`src/rtl/baud_frac_gen.sv`:
```
module baud_frac_gen #(
  parameter int CNT_W  = 13,
  parameter int FRAC_W = 13,
  parameter int DATA_W = 16
) (
  input  logic              clk,
  input  logic              rst_n,
  input  logic              bus_wr,
  input  logic [1:0]        bus_addr,
  input  logic [DATA_W-1:0] bus_wdata,
  output logic              tick
);
  localparam logic [1:0] A_CTRL = 2'd0;
  localparam logic [1:0] A_RELD = 2'd1;
  localparam logic [1:0] A_FDV  = 2'd2;

  logic              run_q, run_d, div3_q, frac_q;
  logic [CNT_W-1:0]  reload_q, cnt_q;
  logic [FRAC_W-1:0] fdv_q, acc_q;
  logic [1:0]        pre_q;
  logic [FRAC_W:0]   sum;
  logic              pre_last, step, at_zero, tick_q;

  assign sum      = {1'b0, acc_q} + {1'b0, fdv_q};
  assign pre_last = (pre_q == (div3_q ? 2'd2 : 2'd1));
  assign step     = frac_q ? sum[FRAC_W] : pre_last;
  assign at_zero  = (cnt_q == '0);
  assign tick     = tick_q;

  always_ff @(posedge clk or negedge rst_n) begin
    if (!rst_n) begin
      run_q    <= 1'b0;
      div3_q   <= 1'b0;
      frac_q   <= 1'b0;
      reload_q <= '0;
      fdv_q    <= '0;
    end else if (bus_wr) begin
      case (bus_addr)
        A_CTRL: begin
          run_q  <= bus_wdata[0];
          div3_q <= bus_wdata[1];
          frac_q <= bus_wdata[2];
        end
        A_RELD: if (!run_q) reload_q <= bus_wdata[CNT_W-1:0];
        A_FDV:  fdv_q <= bus_wdata[FRAC_W-1:0];
        default: ;
      endcase
    end
  end

  always_ff @(posedge clk or negedge rst_n) begin
    if (!rst_n) begin
      run_d  <= 1'b0;
      pre_q  <= '0;
      acc_q  <= '0;
      cnt_q  <= '0;
      tick_q <= 1'b0;
    end else begin
      run_d  <= run_q;
      tick_q <= 1'b0;
      if (!run_q) begin
        pre_q <= '0;
        acc_q <= '0;
      end else begin
        pre_q <= pre_last ? 2'd0 : pre_q + 2'd1;
        acc_q <= sum[FRAC_W-1:0];
        if (!run_d) begin
          cnt_q <= reload_q;
        end else if (step) begin
          if (at_zero) begin
            cnt_q  <= reload_q;
            tick_q <= 1'b1;
          end else begin
            cnt_q <= cnt_q - 1'b1;
          end
        end
      end
    end
  end
endmodule


```
`config.mk`:
```
export PLATFORM = sky130hd
export DESIGN_NAME = baud_frac_gen
export DESIGN_NICKNAME = d
export VERILOG_FILES = /design/src/rtl/baud_frac_gen.sv
export SDC_FILE = /design/constraint.sdc
export NUM_CORES = 1
export LEC_CHECK = 0
export ABC_AREA = 1
export CORE_MARGIN = 2
export CORE_UTILIZATION = 59
export CTS_CLUSTER_SIZE = 40
export DETAILED_ROUTE_END_ITERATION = 12
export PLACE_DENSITY = 0.85
export SETUP_SLACK_MARGIN = 0.1
export SYNTH_ARGS = -nofsm -noshare
export SYNTH_HDL_FRONTEND = slang
export SYNTH_SLANG_ARGS = --single-unit
```
`constraint.sdc`:
```
create_clock -name clk -period 2.2 [get_ports clk]
set_input_delay 0.66 -clock clk [delete_from_list [all_inputs] [get_ports clk]]
set_output_delay 0.66 -clock clk [all_outputs]
set_load 0.005 [all_outputs]
```
# Word-level counts from Yosys, hierarchy flattened

Index checks and enable logic that the tools add are counted.

Bits in registers: 59
Input bits: 21
Output and inout port bits: 1
Word-level logic and storage cells: 36

Add/sub/neg operators: 3
Equal/unequal tests: 4
Mux-type cells: 12
Bitwise logic cells: 1
Reduce and logical (&&, ||, !) cells: 6

Operators with widths:

| operator              | number |
|---|---|
| $mux 13               | 4 |
| $add 13x13->14        | 1 |
| $logic_not 13->1      | 1 |
| $sub 13x1->13 const B | 1 |
| $mux 2                | 3 |
| $reduce_and 2->1      | 3 |
| $mux 1                | 5 |
| $reduce_and 3->1      | 1 |
| $add 2x1->2 const B   | 1 |
| $eq 2x1->1 const B    | 1 |
| $eq 2x2->1            | 1 |
| $eq 2x2->1 const B    | 1 |
| $logic_not 2->1       | 1 |
| $ne 2x1->1 const B    | 1 |
| $not 1->1             | 1 |

# Longest topological paths before layout

Depth after elaboration: 6
Depth in mapped cells: 13
Depth with buffers taken out: 12

# Least setup slack after synthesis

No wires, ideal clock.

Path type: reg-to-reg
Start: register fdv_q[2]
End: register cnt_q[3]
Library setup time: 0.117 ns
Arrival time: 1.553 ns
Required time: 2.083 ns
Slack: 0.530 ns
Stages on the path, launching flop included: 13
Path buffers: 1
Clock period less this slack: 1.670 ns
Cell sequence: dfrtp_1 > ha_1 > inv_1 > nand2_1 > nand3_1 > nand2_1 > nand2_1 > nand2_1 > nand2_1 > nand3_2 > buf_4 > nand3_1 > nand2_1

Word-level cells in the longest chain between the ends: 4

RTL lines:

| element                    | RTL line | RTL |
|---|---|---|
| start: declaration         | 19       | `logic [FRAC_W-1:0] fdv_q, acc_q;` |
| start signal: assignment   | 45       | `A_FDV: fdv_q <= bus_wdata[FRAC_W-1:0];` |
| $add 13x13->14             | 24       | `assign sum = {1'b0, acc_q} + {1'b0, fdv_q};` |
| $mux 1                     | 26       | `assign step = frac_q ? sum[FRAC_W] : pre_last;` |
| $ne 2x1->1 (no line)       | -        |  |
| $reduce_and 2->1 (no line) | -        |  |
| end signal: assignment     | 68       | `cnt_q <= reload_q;` |
| end signal: assignment     | 71       | `cnt_q <= reload_q;` |
| end signal: assignment     | 74       | `cnt_q <= cnt_q - 1'b1;` |
| end: declaration           | 18       | `logic [CNT_W-1:0] reload_q, cnt_q;` |

No other way between the ends.
A chain may end at the register's enable or synchronous reset.

# Worst setup path after layout

Start: register fdv_q[2]
End: register cnt_q[6]

The elaborated chain is that of the path after synthesis.

==> results.yml <==
cts:
  worstSkewPairLatency_ns: 0.34
  clk_pin_slew_worst_paths_ns: 0.07
  cts_num_sinks: 59
  clk_path_buf_depth: 2
  h-tree-depth: 3
  cts-root-buf: "clkbuf_8"
  cts_buffers: 9
  cts_tree: "yes"
floorplan:
  placementRows: 27
  dieWidth_um: 78.9
  start_util_pct: 60.5
  dieArea_um2: 6220
  core-area_um2: 5470
  die_h_um: 78.9
  pin_count: 22
sta:
  rsz0062_at_grt: "no"
  worst-slew-pin-transition_ns: 0.346
  period_minus_slack_ns: 1.94
  final.setup.tns_ns: 0
  fin_crit_sh_pct: 88.4
  setup_viol: 0
  finalClockSkew_ns: 0.00845
  whs_ns: 0.313
  fmax_mhz: 514
  relSlewSlack_pct: 76.9
  hold_viol_final: 0
  maxSlewViolCount: 0
routing:
  drt_iter0_drc: 174
  drc: 0
  final_antenna_net_count: 0
  firstDrtPassIters: 4
  wl_met3_um: 307
  num_vias: 2775
  viasPerCell: 5.23
  routed.top_layer: "met4"
  wirelength_um: 6600
  wl_per_cell_um: 12.4
  m1WireLength_um: 2890
  wl_met2_um: 3320
place:
  gp_congestion: 0.911
  port_buffers: 18
  dpl.hpwl_um: 4670
  place_inst: 515
job:
  cap_violations: 0
pwr:
  power_mw: 4.10
  p_per_area_nw_per_um2: 1090
  power_leakage_nw: 2.01
  ir_worst_vdd_mv: 0.531
finish:
  antenna_cells: 0
  nNetsFinal: 490
  mostFrequentLayoutCells: "nand2_1, dfrtp_1, inv_1"
  multi_input_area_um2: 1590
  fill_cells: 451
  layout_commonest_cell: "nand2_1"
  drive_above_1_share_pct: 8.50
  final_util_pct: 68.6
  syn2layout_area_growth_pct: 13.5
  fin_cells: 531
  regArea_um2: 1480
worst_setup_path:
  cp.required_ns: 2.43
  startpoint_type: "flop"
  worstPathArrival_ns: 2.18
  path_max_fanout: 9
  worst_setup_path_end_kind: "flop"
  worstSetupPathType: "reg2reg"
logic_synthesis:
  yosys_warnings: 0
  syn_area_um2: 3310
  postSynthCellCount: 430
  synth.net_count: 466
  ys_seq_elements: 59
  ys_types: 33
  ys_seq_area_share_pct: 44.6
  post_synth.cell_area_avg_um2: 7.70
hold_path:
  hp-class: "in2async"
grt:
  grt_pass1_vias: 2642
  grt_overflow: 0
  grt_pass1_wl_um: 11400
  grt_use_total_pct: 23.5
  antenna_found_initial: 0
  grt_start_max_net_pins: 60
status:
  outcome: "completed"
final timing paths:
path / start / endpoint / slack [ns] / depth (start not counted)
max reg2reg: fdv_q[2]$_DFFE_PN0P_ / cnt_q[6]$_DFFE_PN0P_ / 0.26 / 12
min: rst_n / fdv_q[10]$_DFFE_PN0P_ / 0.31 / 2
max in group asynchronous: rst_n / fdv_q[2]$_DFFE_PN0P_ / 1.64 / 2
min in group clk: reload_q[12]$_DFFE_PN0P_ / reload_q[12]$_DFFE_PN0P_ / 0.50 / 2
max: fdv_q[2]$_DFFE_PN0P_ / cnt_q[6]$_DFFE_PN0P_ / 0.26 / 12
min reg2reg: reload_q[12]$_DFFE_PN0P_ / reload_q[12]$_DFFE_PN0P_ / 0.50 / 2
cell type report:
class	instances	share of cell area, %
clock buffers	10	3.66
clock inverters	6	1.10
inverters	49	4.90
multi-input cells	311	42.3
flip-flops and latches	59	39.3
well taps	72	2.40
repair buffers	24	6.30
through the flow:
step / setup slack, ns / cell area, µm²
2_1_floorplan: 0.530 / 3310
3_3_place_gp: 0.299 / 3560
3_5_place_dp: 0.237 / 3560
4_1_cts: 0.199 / 3740
5_1_grt: 0.0768 / 3760
6_report: 0.256 / 3760
sequential cells by signal, indices dropped and copies added, names as in the netlist:
register	count
acc_q	13
cnt_q	13
fdv_q	13
reload_q	13
pre_q	2
div3_q	1
frac_q	1
run_d	1
run_q	1
tick	1
power by group:
group	switching (mW)	total, mW	internal (mW)
Sequential	0.223	1.58	1.36
Combinational	1.01	1.63	0.622
Clock	0.454	0.890	0.436
Total	1.68	4.10	2.42
cells by family after synthesis:
| kind of cell | Yosys count | share of synthesized area (%) |
|---|---|---|
| and+or+nand+nor | 229 | 30.4 |
| buffers and inverters | 60 | 7.71 |
| AOI/OAI and AO/OA | 59 | 9.26 |
| DFF | 59 | 44.6 |
| adders and majority gates | 15 | 5.90 |
| xor gates and xnor gates | 8 | 2.12 |
metal layers:
metal	GRT usage [%]	vias to the layer above
met1	29.4	1278
met3	5.80	10
met5	0	-
met2	40.6	64
met4	6.90	0
li1	-	1423
synthesized netlist by cell type:
master    number  area, µm²
nand3_1       30        150
nor3b_1        1       7.51
dfrtp_1       59       1480
nand3_4        1       17.5
buf_2          3       15.0
buf_8          1       15.0
buf_4          2       15.0
a31oi_1        1       6.26
a21boi_0       1       7.51
a21oi_1       15       75.1
xnor2_1        6       52.6
nor2_8         1       20.0
ha_1          14        175
nand2_2        6       37.5
o21ai_0       38        190
o21ai_1        1       5.00
nor2_4         2       22.5
nand2_4        2       22.5
a21o_1         1       7.51
fa_1           1       20.0
nor2_2         2       12.5
nor3_1         3       15.0
nand2_1      143        537
nand3_2        1       10.0
inv_1         48        180
nor4_1         1       6.26
nor2_1        31        116
xor2_1         2       17.5
inv_2          1       3.75
clkbuf_1       4       15.0
buf_6          1       11.3
nand4_1        5       31.3
o21bai_1       2       15.0
critical path, stage by stage, from the launching register on:
cell and delay (ns):
dfrtp_1 0.40, ha_1 0.34, inv_1 0.10, nand2_1 0.09, nand3_1 0.09, nand2_1 0.10, nand2_1 0.10, nand2_1 0.09
nand2_1 0.12, nand3_4 0.12, buf_6 0.17, nand3_1 0.07, nand2_1 0.05
timing repair:
| action | in CTS | in global routing |
|---|---|---|
| endpoints found under the setup margin | 0 | 13 |
| setup buffers | 0 | 0 |
| hold buffers | 0 | 0 |
| resized for setup | 0 | 3 |
(Power assumes the default switching activity.)
